$ cat config.mk
export PLATFORM = sky130hd
export DESIGN_NAME = underload_timer
export DESIGN_NICKNAME = d
export VERILOG_FILES = /design/src/rtl/ulg_pkg.sv /design/src/rtl/ulg_qualify.sv /design/src/rtl/ulg_timer.sv /design/src/rtl/ulg_latch.sv /design/src/rtl/underload_timer.sv
export SDC_FILE = /design/constraint.sdc
export NUM_CORES = 1
export LEC_CHECK = 0
export BUFFER_PORTS_ARGS = -buffer_cell sky130_fd_sc_hd__buf_4
export CAP_MARGIN = 20
export CORE_MARGIN = 2
export CORE_UTILIZATION = 45
export DETAILED_ROUTE_END_ITERATION = 8
export PLACE_DENSITY = 0.77
export SKIP_LAST_GASP = 1
export SYNTH_ARGS = -nofsm -noshare
export SYNTH_HDL_FRONTEND = slang
export SYNTH_SLANG_ARGS = --single-unit
export TNS_END_PERCENT = 30
$ cat constraint.sdc
create_clock -name clk -period 2 [get_ports clk]
set_clock_uncertainty 0.1 [all_clocks]
set_input_delay 0.1 -clock clk [delete_from_list [all_inputs] [get_ports clk]]
set_output_delay 0.1 -clock clk [all_outputs]
set_load 0.005 [all_outputs]
$ cat src/rtl/ulg_pkg.sv
package ulg_pkg;

    localparam int CH_DEFAULT    = 12;
    localparam int DELAY_DEFAULT = 20;

    typedef enum logic {
        T_IDLE = 1'b0,
        T_RUN  = 1'b1
    } tmr_state_e;

    typedef struct packed {
        logic active;
        logic expire;
    } tmr_evt_t;

endpackage

$ cat src/rtl/ulg_qualify.sv
module ulg_qualify #(
    parameter int NUM_CH = ulg_pkg::CH_DEFAULT
) (
    input  logic [NUM_CH-1:0] ul_flag,
    input  logic [NUM_CH-1:0] sw_on,
    input  logic [NUM_CH-1:0] latched,
    output logic [NUM_CH-1:0] offend,
    output logic              any_offend
);

    for (genvar i = 0; i < NUM_CH; i++) begin : g_ch
        assign offend[i] = ul_flag[i] & sw_on[i] & ~latched[i];
    end

    assign any_offend = |offend;

endmodule

$ cat src/rtl/ulg_timer.sv
module ulg_timer
    import ulg_pkg::*;
#(
    parameter int DELAY_CYC = ulg_pkg::DELAY_DEFAULT
) (
    input  logic     clk,
    input  logic     rst,
    input  logic     restart,
    input  logic     any_offend,
    output tmr_evt_t evt
);

    localparam int CW = (DELAY_CYC > 2) ? $clog2(DELAY_CYC) : 1;
    localparam logic [CW-1:0] LAST = CW'(DELAY_CYC - 1);

    tmr_state_e    st;
    logic [CW-1:0] cnt;

    always_ff @(posedge clk) begin
        if (rst || restart || !any_offend) begin
            st  <= T_IDLE;
            cnt <= '0;
        end else if (cnt == LAST) begin
            st  <= T_RUN;
            cnt <= '0;
        end else begin
            st  <= T_RUN;
            cnt <= cnt + 1'b1;
        end
    end

    assign evt.active = any_offend;
    assign evt.expire = any_offend && (cnt == LAST) && (st == T_RUN || DELAY_CYC == 1);

    // the counter never passes its terminal value
    a_r2_cnt_bound: assert property (@(posedge clk) disable iff (rst)
        cnt <= LAST);

    // with nothing offending, the counter is back at zero on the next edge
    a_r3_idle_reset: assert property (@(posedge clk) disable iff (rst)
        (!any_offend) |=> (cnt == '0 && st == T_IDLE));

    // a restart returns the counter to zero
    a_r8_restart: assert property (@(posedge clk) disable iff (rst)
        restart |=> (cnt == '0));

endmodule

$ cat src/rtl/ulg_latch.sv
module ulg_latch
    import ulg_pkg::*;
#(
    parameter int NUM_CH = ulg_pkg::CH_DEFAULT
) (
    input  logic              clk,
    input  logic              rst,
    input  logic              clr,
    input  logic              shut_en,
    input  tmr_evt_t          evt,
    input  logic [NUM_CH-1:0] offend,
    output logic              status,
    output logic [NUM_CH-1:0] mask
);

    always_ff @(posedge clk) begin
        if (rst || clr) begin
            status <= 1'b0;
            mask   <= '0;
        end else if (evt.expire) begin
            status <= 1'b1;
            if (shut_en) begin
                mask <= mask | offend;
            end
        end
    end

    // a channel can only be latched off together with the status bit
    a_r6_mask_needs_status: assert property (@(posedge clk) disable iff (rst)
        (mask != '0) |-> status);

    // with shutdown disabled the mask does not move
    a_r6_no_shut: assert property (@(posedge clk) disable iff (rst)
        (!shut_en && !clr) |=> $stable(mask));

    // the status bit stays set until cleared
    a_r7_sticky: assert property (@(posedge clk) disable iff (rst)
        (status && !clr) |=> status);

    // a clear strobe empties status and mask
    a_r8_clear: assert property (@(posedge clk) disable iff (rst)
        clr |=> (!status && mask == '0));

endmodule

$ cat src/rtl/underload_timer.sv
module underload_timer
    import ulg_pkg::*;
#(
    parameter int NUM_CH    = ulg_pkg::CH_DEFAULT,
    parameter int DELAY_CYC = ulg_pkg::DELAY_DEFAULT
) (
    input  logic              clk,
    input  logic              rst,
    input  logic [NUM_CH-1:0] ul_flag,
    input  logic [NUM_CH-1:0] sw_on,
    input  logic              shut_en,
    input  logic              stat_clr,
    output logic              ul_status,
    output logic [NUM_CH-1:0] latch_off
);

    logic [NUM_CH-1:0] offend;
    logic              any_offend;
    tmr_evt_t          evt;

    ulg_qualify #(.NUM_CH(NUM_CH)) u_qual (
        .ul_flag    (ul_flag),
        .sw_on      (sw_on),
        .latched    (latch_off),
        .offend     (offend),
        .any_offend (any_offend)
    );

    ulg_timer #(.DELAY_CYC(DELAY_CYC)) u_tmr (
        .clk        (clk),
        .rst        (rst),
        .restart    (stat_clr),
        .any_offend (any_offend),
        .evt        (evt)
    );

    ulg_latch #(.NUM_CH(NUM_CH)) u_latch (
        .clk     (clk),
        .rst     (rst),
        .clr     (stat_clr),
        .shut_en (shut_en),
        .evt     (evt),
        .offend  (offend),
        .status  (ul_status),
        .mask    (latch_off)
    );

    // newly latched channels were flagged and commanded on in the prior cycle
    a_r9_only_offenders: assert property (@(posedge clk) disable iff (rst)
        (!stat_clr) |=> ((latch_off & ~$past(latch_off) & ~$past(ul_flag & sw_on)) == '0));

endmodule

Word level (Yosys, flattened, before mapping)
Cells that the tools add are included.
- bits in latches: 0
- ROM bits: 0
- bits in registers: 19
- memories kept: 0
- logic and storage cells: 52
- input port bits: 28
- RAM bits: 0
- reduce and logical (&&, ||, !) cells: 8
- bitwise operators: 37
- shift-type cells: 0
- $lt $le $gt $ge: 0
- add/sub/neg operators: 1
- equal/unequal tests: 1
- divide/modulo/power cells: 0
- $mul: 0
- multiplexer cells: 1
- operators by type and width (cell ; number):
    $and A1 B1 Y1 ; 24
    $not A1 Y1 ; 12
    $or A12 B12 Y12 ; 1
    $reduce_or A12 Y1 ; 1
    $add A5 B1 Y5 const B ; 1
    $eq A5 B5 Y1 const B ; 1
    $logic_and A1 B1 Y1 ; 2
    $logic_or A1 B1 Y1 ; 2
    $reduce_and A2 Y1 ; 1
    $reduce_or A2 Y1 ; 1
    $logic_not A1 Y1 ; 1
    $mux W1 ; 1

Logic depth before layout (Yosys ltp)
Gate-level depths: netlist of the first run.
- depth after elaboration: 6
- gate-level depth with buffers: 6

Hierarchy
A second synthesis of the first run with hierarchy kept.
- cells, all modules: 98
- area total of the unflattened synthesis: 853.3 um^2
- modules (own cells, without submodules) (module ; area an instance (um^2) ; instances ; sequential area each (um^2) ; cells an instance):
    ulg_latch ; 417.9 ; 1 ; 260.2 ; 43
    ulg_timer ; 279.0 ; 1 ; 120.1 ; 26
    ulg_qualify ; 156.4 ; 1 ; 0.0 ; 29

Least setup slack after synthesis of the first run
Ideal clock, no wire load.
- path kind: flip-flop to flip-flop
- from: reg u_tmr.cnt[0]
- to: reg u_latch.mask[4]
- arrival: 1.281 ns
- buffers on the path: 2
- path slack: 0.534 ns
- stages on the path, launching flop included: 7
- library setup time: 0.085 ns
- required time: 1.815 ns
- cells stage by stage: dfxtp_1 > ha_1 > nor4bb_1 > buf_4 > buf_12 > nand4_1 > o31ai_2
- cells in the longest elaborated chain, start to end: 4
- RTL lines (item ; RTL line ; text):
    from (decl) ; ulg_timer.sv:17 ; logic [CW-1:0] cnt;
    from (signal assigned) ; ulg_timer.sv:28 ; cnt <= cnt + 1'b1;
    $eq A5 B5 Y1 ; ulg_timer.sv:33 ; assign evt.expire = any_offend && (cnt == LAST) && (st == T_RUN || DELAY_CYC == 1);
    $logic_and A1 B1 Y1 (2 in series) ; ulg_timer.sv:33 ;
    $reduce_and A2 Y1 (no source line) ; n/a ;
    to (signal assigned) ; ulg_latch.sv:23 ; mask <= mask | offend;
    to (decl) ; ulg_latch.sv:13 ; output logic [NUM_CH-1:0] mask
No other way between the ends.
A chain may end at the register's enable or synchronous reset.

Worst setup path after layout of the first run
- from: in ul_flag[5]
- to: reg u_latch.mask[9]
- cells in the longest elaborated chain, start to end: 6
- RTL lines (item ; RTL line ; text):
    from (decl) ; underload_timer.sv:9 ; input logic [NUM_CH-1:0] ul_flag,
    $and A1 B1 Y1 (2 in series) ; ulg_qualify.sv:12 ; assign offend[i] = ul_flag[i] & sw_on[i] & ~latched[i];
    $reduce_or A12 Y1 ; ulg_qualify.sv:15 ; assign any_offend = |offend;
    $logic_and A1 B1 Y1 (2 in series) ; ulg_timer.sv:33 ;
    $reduce_and A2 Y1 (no source line) ; n/a ;
No other way between the ends.

==> results of run 1 <==
area by class of cell:
cell class	instances	area [sq um]
Sequential cell	19	380.4
Clock buffer	4	26.28
Timing Repair Buffer	69	578.1
Inverter	2	7.507
Fill cell	131	446.7
Tap cell	27	33.78
Multi-Input combinational cell	73	489.2
placed cells by master, fill, tap and decap left out, drive strengths merged:
| master | instances |
|---|---|
| clkbuf | 4 |
| nor4bb | 1 |
| a22oi | 1 |
| dlygate4sd3 | 24 |
| inv | 2 |
| nor4 | 3 |
| ha | 1 |
| nand3b | 9 |
| nor3 | 3 |
| xnor2 | 2 |
| nor2 | 2 |
| or2 | 1 |
| o2111ai | 3 |
| nand4 | 12 |
| nand3 | 2 |
| o21ai | 2 |
| dfxtp | 19 |
| mux2i | 1 |
| buf | 45 |
| o31ai | 12 |
| nand2 | 18 |
flip-flops by register name, indices dropped and copies added (netlist names):
register and count:
u_latch.mask 12, u_tmr.st 1, u_latch.status 1, u_tmr.cnt 5
cells by family after synthesis:
| logic type | Yosys count |
|---|---|
| and+or+nand+nor | 51 |
| DFF | 19 |
| AOI/OAI and AO/OA | 18 |
| buffers and inverters | 9 |
| xor gates and xnor gates | 2 |
| muxes | 1 |
| adders and majority gates | 1 |
power by group:
part / total, W / switching, W / leakage, nW / internal [W]
clock network: 0.000198 / 0.000121 / 0.0150 / 0.0000776
logic: 0.000128 / 0.0000507 / 0.434 / 0.0000771
registers: 0.000384 / 0.00000204 / 0.154 / 0.000382
total: 0.000709 / 0.000173 / 0.602 / 0.000536
metrics by stage:
| stage | cell area [sq um] | instances |
|---|---|---|
| after global placement | 1249 | 166 |
| after detailed placement | 1249 | 166 |
| after floorplan | 932.1 | 101 |
| after global routing | 1515 | 194 |
| final | 1515 | 194 |
| after CTS | 1495 | 192 |
worst reg2reg max path, stage by stage, from the launching register on:
cell and delay (ps):
dfxtp_1 370, ha_1 230, nor4bb_2 270, buf_4 230
nand4_1 130, o31ai_2 200
what timing repair did:
item	in CTS	in global routing
endpoints found under the hold margin	12	2
hold buffers	22	2
setup buffers	0	0
layer usage:
metal  track usage, %  up-vias
met5                0        -
met4            8.333        0
met3            3.939        2
met2            40.77       36
met1            27.64      503
li1                 -      517
worst paths after layout:
check	startpoint	slack [ps]	end	cells past startpoint
worst min register to register	u_latch.status	360	u_latch.status	2
worst max-delay path	ul_flag[5]	370	u_latch.mask[9]	7
worst min-delay path	rst	30	u_tmr.st	3
worst max register to register	u_tmr.cnt[0]	400	u_latch.mask[4]	5
==> results.sh, run 1 <==
export IMPL_status="finished clean"
export IMPL_met3_length_microns=143
export IMPL_grt_max_degree=27
export IMPL_antenna_found_initial=0
export IMPL_dieArea_sq_um=2451
export IMPL_overflow=0
export IMPL_synth_simple_area_share_pct=31.01
export IMPL_cts_buffers=3
export IMPL_fp_dieW_microns=49.51
export IMPL_syn_inst=101
export IMPL_rows=16
export IMPL_cts_max_level=1
export IMPL_synth_edf_count=0
export IMPL_finalPower_w=0.0007095
export IMPL_grt_use_total_pct=22.92
export IMPL_clkSlewWorstSetupHoldPaths_ps=110
export IMPL_vdd_drop_max_uv=375.1
export IMPL_fin_worst_hold_slack_ps=30.25
export IMPL_synth_area_top_cells="dfxtp_1 (41%), nand4_1 (8.1%), nand2_1 (7.2%)"
export IMPL_finalCritPeriodShare_pct=81.59
export IMPL_leakage_nw=0.6021
export IMPL_drive_gt1_share_pct=32.93
export IMPL_power_density_nw_per_um2=468.2
export IMPL_worst_path_max_delay_cell="dlygate4sd3_1"
export IMPL_rsz0062_at_grt="no"
export IMPL_crit_family="buffers and inverters"
export IMPL_maxCapViolCount=0
export IMPL_synth_cell_types=26
export IMPL_muxShareOfSynthArea_pct=1.074
export IMPL_num_vias=1058
export IMPL_grt_pass1_wl_microns=4271
export IMPL_worst_path_buf_inv=3
export IMPL_fin_crit_ps=1632
export IMPL_cts_tree="built"
export IMPL_setup_tns_ps=0
export IMPL_holdCritPathClass="in2reg"
export IMPL_ant_nets=0
export IMPL_finalNetCount=197
export IMPL_ios=41
export IMPL_synth_top_family_by_area="simple AND/OR/NAND/NOR gates"
export IMPL_yosysSeqAreaShare_pct=40.81
export IMPL_start_util_pct=47.51
export IMPL_synth_top_flop_cell="dfxtp_1"
export IMPL_setup_slack_ps=368.2
export IMPL_crit_chain="dlygate4sd3_1 -> buf_4 -> nand3b_1 -> o2111ai_1 -> nor3_4 -> buf_4 -> o31ai_1"
export IMPL_drc=0
export IMPL_synth_compound_area_share_pct=16.51
export IMPL_slew_headroom_pct=66.47
export IMPL_wirelength_microns=2769
export IMPL_top_layer_used="met4"
export IMPL_yosysMostFrequentCell="dfxtp_1"
export IMPL_post_route_util_pct=77.23
export IMPL_clk_latency_ps=300
export IMPL_cp_start_kind="input port"
export IMPL_preCtsSetupSlack_ps=403.4
export IMPL_diodes=0
export IMPL_slew_viol_final=0
export IMPL_met2_length_microns=1431
export IMPL_synth_top_area_share_pct=40.81
export IMPL_ctsResizeCount=0
export IMPL_finalSetupViolCount=0
export IMPL_synthTopCellsByCount="dfxtp_1 (19), nand2_1 (18), nand4_1 (12)"
export IMPL_vias_per_cell=5.454
export IMPL_coreArea_sq_um=1962
export IMPL_worst_pin_slew_ps=501.8
export IMPL_syn_nets=130
export IMPL_crit_path_end_kind="flip-flop"
export IMPL_fmax_mhz=612.8
export IMPL_crit_arrival_ps=1720
export IMPL_path_class="in2reg"
export IMPL_synth_xor_area_share_pct=1.879
export IMPL_cts_root_buf="clkbuf_4"
export IMPL_crit_top_cell="buf_4"
export IMPL_synth_fa_ha_area_share_pct=1.342
export IMPL_slowest_delay_ps=560
export IMPL_syn2layout_area_growth_pct=62.55
export IMPL_synth_top_cell_by_area="dfxtp_1"
export IMPL_critPathMaxFanout=8
export IMPL_hold_viol=0
export IMPL_async_reset_ff_share_pct=0
export IMPL_cts_path_max_buffers=2
export IMPL_ys_ff_latch=19
export IMPL_syn_area_per_cell_sq_um=9.229
export IMPL_cts_sinks=19
export IMPL_yosys_warnings=0
export IMPL_fp_dieH_microns=49.51
export IMPL_drt_initial_drc_count=33
export IMPL_wire_per_inst_microns=14.27
export IMPL_grt_pass1_vias=946
export IMPL_wl_met1_microns=1179
export IMPL_syn_area_sq_um=932.1
export IMPL_required_ps=2080
export IMPL_portBuffers=40
export IMPL_drt_pass1_iter_count=4
export IMPL_gp_congestion=0.8054
Note: power is estimated with default switching activity, not from simulation.
==> run 2: changes to the inputs <==
--- a/config.mk
+++ b/config.mk
@@ -8,9 +8,9 @@
 export BUFFER_PORTS_ARGS = -buffer_cell sky130_fd_sc_hd__buf_4
 export CAP_MARGIN = 20
 export CORE_MARGIN = 2
-export CORE_UTILIZATION = 45
+export CORE_UTILIZATION = 41
 export DETAILED_ROUTE_END_ITERATION = 8
-export PLACE_DENSITY = 0.77
+export PLACE_DENSITY = 0.74
 export SKIP_LAST_GASP = 1
 export SYNTH_ARGS = -nofsm -noshare
 export SYNTH_HDL_FRONTEND = slang
==> constraint.sdc (replaced) <==
create_clock -name clk -period 1.38 [get_ports clk]
set_clock_uncertainty 0.1 [all_clocks]
set_input_delay 0.069 -clock clk [delete_from_list [all_inputs] [get_ports clk]]
set_output_delay 0.069 -clock clk [all_outputs]
set_load 0.005 [all_outputs]
==> run 2 against run 1 <==
Compared with the run above: the flow now finishes with violations (negative setup slack); worst hold slack worse by 16 ps; register-to-register slack lost 490 ps; routed wire length increased by 17%; cell area is 8.5% higher; via count grew 7.1%; clock power grew 37%; critical path depth shrank 2; utilization down 2.2 points; combinational power rose by 62%.
==> results.sh, run 2 (synthesis gave the netlist of run 1 again) <==
export IMPL_wire_per_inst_microns=16.08
export IMPL_required_ps=1480
export IMPL_diodes=0
export IMPL_hold_path_cell_count=3
export IMPL_clkSlewWorstSetupHoldPaths_ps=100
export IMPL_drc=0
export IMPL_critPathMaxFanout=6
export IMPL_cts_root_buf="clkbuf_4"
export IMPL_power_density_nw_per_um2=630.3
export IMPL_fmax_mhz=682.5
export IMPL_grt_pass1_vias=1174
export IMPL_grt_max_degree=27
export IMPL_num_vias=1133
export IMPL_fillers=138
export IMPL_slew_viol_final=0
export IMPL_regArea_sq_um=387.9
export IMPL_top_register="u_latch.mask"
export IMPL_setup_slack_ps=-85.16
export IMPL_layout_common_cells="buf_4 (48), dlygate4sd3_1 (22), nand2_1 (18)"
export IMPL_portBuffers=40
export IMPL_gp_congestion=0.7311
export IMPL_dp_hpwl_microns=1810
export IMPL_start_util_pct=42.55
export IMPL_vias_per_cell=5.609
export IMPL_worstHoldEndpoint="u_tmr.st"
export IMPL_finalCritPeriodShare_pct=106.2
export IMPL_hold_viol=0
export IMPL_cts_path_max_buffers=2
export IMPL_status="complete, but fails checks"
export IMPL_vdd_drop_max_uv=448.8
export IMPL_grt_use_total_pct=25.29
export IMPL_min_from="rst"
export IMPL_fp_dieH_microns=51.68
export IMPL_cp_start_kind="flip-flop"
export IMPL_post_route_util_pct=75.04
export IMPL_cts_max_level=1
export IMPL_cts_buffers=3
export IMPL_overflow=0
export IMPL_worstRegToRegCells=5
export IMPL_fin_worst_hold_slack_ps=14.36
export IMPL_finalNetCount=204
export IMPL_leakage_nw=0.6732
export IMPL_clk_latency_ps=280
export IMPL_drt_pass1_iter_count=4
export IMPL_holdCritPathClass="in2reg"
export IMPL_finalSetupViolCount=19
export IMPL_cts_tree="built"
export IMPL_crit_path_end_kind="flip-flop"
export IMPL_ios=41
export IMPL_r2r_end="u_latch.mask[1]"
export IMPL_rows=17
export IMPL_rsz0062_at_grt="yes"
export IMPL_multi_input_area_sq_um=534.3
export IMPL_fp_dieW_microns=51.68
export IMPL_grt_pass1_wl_microns=5154
export IMPL_drt_initial_drc_count=28
export IMPL_antenna_found_initial=0
export IMPL_largest_reg_flops=12
export IMPL_drive_gt1_share_pct=41.95
export IMPL_worst_pin_slew_ps=543.9
export IMPL_coreArea_sq_um=2191
export IMPL_syn2layout_area_growth_pct=76.38
export IMPL_wirelength_microns=3248
export IMPL_path_class="reg2reg"
export IMPL_fin_crit_ps=1465
export IMPL_finalPower_w=0.001036
export IMPL_slew_headroom_pct=63.65
export IMPL_rrSetupSlack_ps=-90
export IMPL_reg_top3="u_latch.mask (12), u_tmr.cnt (5)"
export IMPL_cts_sinks=19
export IMPL_crit_arrival_ps=1560
export IMPL_r2r_start="u_tmr.cnt[0]"
export IMPL_maxCapViolCount=0
export IMPL_violations="negative setup slack"
export IMPL_final_common_cell="buf_4"
export IMPL_ant_nets=0
export IMPL_dieArea_sq_um=2671
[run 2: cell types whose count changed in the layout (fill, tap and decap cells not counted), sizes merged]
cell and delta:
buf +7, dlygate4sd3 -2, dlymetal6s4s +2
[run 2: worst max path at each step]
stage,from,to,slack (ps),cells past startpoint
after floorplan,u_tmr.cnt[1],u_latch.mask[11],-30,6
after global placement,u_tmr.cnt[1],u_latch.mask[11],-8,5
after detailed placement,u_tmr.cnt[1],u_latch.mask[8],-110,5
after CTS,u_tmr.cnt[1],u_latch.mask[8],-100,5
after global routing,u_tmr.cnt[0],u_latch.mask[11],-190,5
final,u_tmr.cnt[0],u_latch.mask[1],-90,5
[run 2: per-stage QoR]
stage / TNS (ps) / setup WS (ps) / instances / instance area [sq um]
after floorplan: -152.0 / -28.57 / 101 / 963.4
after global placement: -10.24 / -7.571 / 173 / 1339
after detailed placement: -751.1 / -114.5 / 173 / 1339
after CTS: -462.9 / -104.5 / 203 / 1630
after global routing: -2047 / -186.7 / 202 / 1644
final: -894.2 / -85.16 / 202 / 1644
[run 2: cell type report]
class / instances / area share, %
well taps: 28 / 2.131
multi-input cells: 73 / 32.50
repair buffers: 76 / 39.73
clock buffers: 4 / 1.598
flip-flops and latches: 19 / 23.59
inverters: 2 / 0.4566
[run 2: routing by layer]
layer	up-vias	wire [microns]	track usage, %
li1	532	-	-
met1	539	1362	29.16
met2	54	1603	47.44
met3	8	221	3.736
met4	0	60	7.895
met5	-	0	0
[run 2: worst max-delay path, cell delays in order (launching register included)]
cell and delay [ps]:
dfxtp_2 370, ha_4 130, nor4bb_4 230, buf_4 210, nand4_1 100, o31ai_1 250
[run 2: timing repair]
item / in CTS / in global routing
hold endpoints to repair: 12 / 0
hold buffers: 24 / 0
endpoints found under the setup margin: 14 / 19
buffers inserted: 1 / 1
pin swaps: 4 / 8
gates resized for setup: 3 / 6
cloned: 1 / 0
[run 2: power breakdown]
part / internal [W] / switching (W)
combinational: 0.000123 / 0.0000844
clock: 0.000112 / 0.000160
sequential: 0.000553 / 0.00000387
total: 0.000788 / 0.000248
==> run 3: changes to the inputs <==
--- a/config.mk
+++ b/config.mk
@@ -15,4 +15,3 @@
 export SYNTH_ARGS = -nofsm -noshare
 export SYNTH_HDL_FRONTEND = slang
 export SYNTH_SLANG_ARGS = --single-unit
-export TNS_END_PERCENT = 30
==> run 3 against run 2 <==
Compared with the run above: via count decreased by 3.1%; global-route usage fell by 1.3 points; cell count increased by 0.99%; the run still ends with negative setup slack left; combinational power barely moved; critical endpoint is now u_latch.mask[2]; power increased by 1.5%; flip-flop and latch count unchanged; largest power group unchanged; worst hold slack improved by 93 ps; highest routed layer unchanged; maximum frequency is 1.7% higher; register-to-register slack gained 20 ps; critical path depth is the same; count of clock-buffer cells in the layout is the same; utilization up 1.7 points.
==> results.sh, run 3 (synthesis gave the netlist of run 1 again) <==
export IMPL_wirelength_microns=2993
export IMPL_clkSlewWorstSetupHoldPaths_ps=110
export IMPL_grt_use_total_pct=23.98
export IMPL_antenna_found_initial=0
export IMPL_met2_length_microns=1626
export IMPL_holdCritPathClass="in2reg"
export IMPL_fp_dieW_microns=51.68
export IMPL_path_class="reg2reg"
export IMPL_worst_path_max_delay_cell="dfxtp_2"
export IMPL_dpl_instance_area_sq_um=1331
export IMPL_coreArea_sq_um=2191
export IMPL_slew_viol_final=0
export IMPL_min_from="rst"
export IMPL_grt_pass1_vias=1118
export IMPL_fmax_mhz=693.9
export IMPL_dieArea_sq_um=2671
export IMPL_r2r_start="u_tmr.cnt[1]"
export IMPL_required_ps=1500
export IMPL_cts_path_max_buffers=2
export IMPL_drt_initial_drc_count=28
export IMPL_crit_start="u_tmr.cnt[1]"
export IMPL_setup_tns_ps=-376.4
export IMPL_rsz0062_at_grt="yes"
export IMPL_postLayoutCellArea_sq_um=1682
export IMPL_reg_top3="u_latch.mask (12), u_tmr.cnt (5)"
export IMPL_met3_length_microns=116
export IMPL_rows=17
export IMPL_finalNetCount=206
export IMPL_worst_pin_slew_ps=552.6
export IMPL_largest_reg_flops=12
export IMPL_worst_path_buf_inv=1
export IMPL_setup_slack_ps=-61.07
export IMPL_top_register="u_latch.mask"
export IMPL_drive_gt1_share_pct=42.05
export IMPL_top_layer_used="met4"
export IMPL_fin_crit_ps=1441
export IMPL_leakage_nw=0.6617
export IMPL_violations="negative setup slack"
export IMPL_grt_max_degree=27
export IMPL_cts_max_level=1
export IMPL_layout_common_cells="buf_4 (49), dlygate4sd3_1 (26), nand2_1 (18)"
export IMPL_finalSetupViolCount=12
export IMPL_grt_pass1_wl_microns=4809
export IMPL_vdd_drop_max_uv=601.9
export IMPL_portBuffers=40
export IMPL_cts_sinks=19
export IMPL_power_density_nw_per_um2=625.7
export IMPL_drc=0
export IMPL_finalCritPeriodShare_pct=104.4
export IMPL_crit_chain="ha_4 -> nor4bb_4 -> buf_4 -> nand4_1 -> o31ai_1"
export IMPL_overflow=0
export IMPL_final_common_cell="buf_4"
export IMPL_crit_arrival_ps=1560
export IMPL_gp_congestion=0.7394
export IMPL_drt_pass1_iter_count=4
export IMPL_ios=41
export IMPL_crit_path_end_kind="flip-flop"
export IMPL_fillers=144
export IMPL_start_util_pct=42.55
export IMPL_ant_nets=0
export IMPL_post_route_util_pct=76.76
export IMPL_slowest_delay_ps=370
export IMPL_clk_latency_ps=300
export IMPL_vias_per_cell=5.382
export IMPL_cts_root_buf="clkbuf_4"
export IMPL_dp_hpwl_microns=1708
export IMPL_slew_headroom_pct=63.07
export IMPL_num_vias=1098
export IMPL_syn2layout_area_growth_pct=80.40
export IMPL_cts_buffers=3
export IMPL_hold_viol=0
export IMPL_maxCapViolCount=0
export IMPL_cts_tree="built"
export IMPL_wl_met1_microns=1180
export IMPL_crit_family="flip-flops"
export IMPL_diodes=0
export IMPL_preCtsSetupSlack_ps=-84.58
export IMPL_status="complete, but fails checks"
export IMPL_fp_dieH_microns=51.68
export IMPL_wire_per_inst_microns=14.67
export IMPL_cp_start_kind="flip-flop"
export IMPL_critPathMaxFanout=9
==> run 3: worst paths after layout <==
path,to,slack (ps),depth (start not counted)
max,u_latch.mask[2],-60,5
min,u_latch.mask[8],110,5
max reg2reg,u_latch.mask[2],-60,5
min reg2reg,u_latch.status,360,2
==> run 3: report_power, final <==
part           internal, W  switching [W]  total, W
clock network     0.000113       0.000174  0.000287
registers         0.000553     0.00000364  0.000557
logic             0.000127      0.0000810  0.000208
total             0.000794       0.000259   0.00105
==> run 3: per-stage QoR <==
stage	hold WS [ps]	std cells	total power, W
final	107.1	204	0.001052
after global routing	113.8	204	0.001102
after detailed placement	255.2	172	0.0007093
after CTS	101.4	204	0.001055
after global placement	246.8	172	0.0007073
after floorplan	114.9	101	0.0006243
==> run 3: timing repair <==
item | CTS | global route
cloned | 0 | 0
buffers inserted | 2 | 0
setup endpoints to repair | 12 | 19
hold endpoints to repair | 15 | 0
pin swaps | 3 | 3
gates resized for setup | 3 | 5
hold buffers | 26 | 0
==> run 3: per-layer routing <==
| layer | track usage, % | up-vias |
|---|---|---|
| met2 | 44.87 | 32 |
| met1 | 25.67 | 527 |
| met5 | 0 | - |
| li1 | - | 530 |
| met3 | 4.310 | 9 |
| met4 | 11.40 | 0 |
==> run 3: worst min-delay path, cell delays in order <==
cell	delay (ps)
buf_4	80
nor2_1	50
buf_12	150
nand2_1	70
o31ai_1	50
==> run 3: cell type report <==
cell class / instances / area (sq um) / share of cell area [%]
inverter: 2 / 7.507 / 0.4464
timing repair buffer: 78 / 670.6 / 39.88
clock buffer: 4 / 26.28 / 1.563
multi-input combinational: 73 / 555.5 / 33.04
tap: 28 / 35.03 / 2.083
sequential: 19 / 386.6 / 22.99
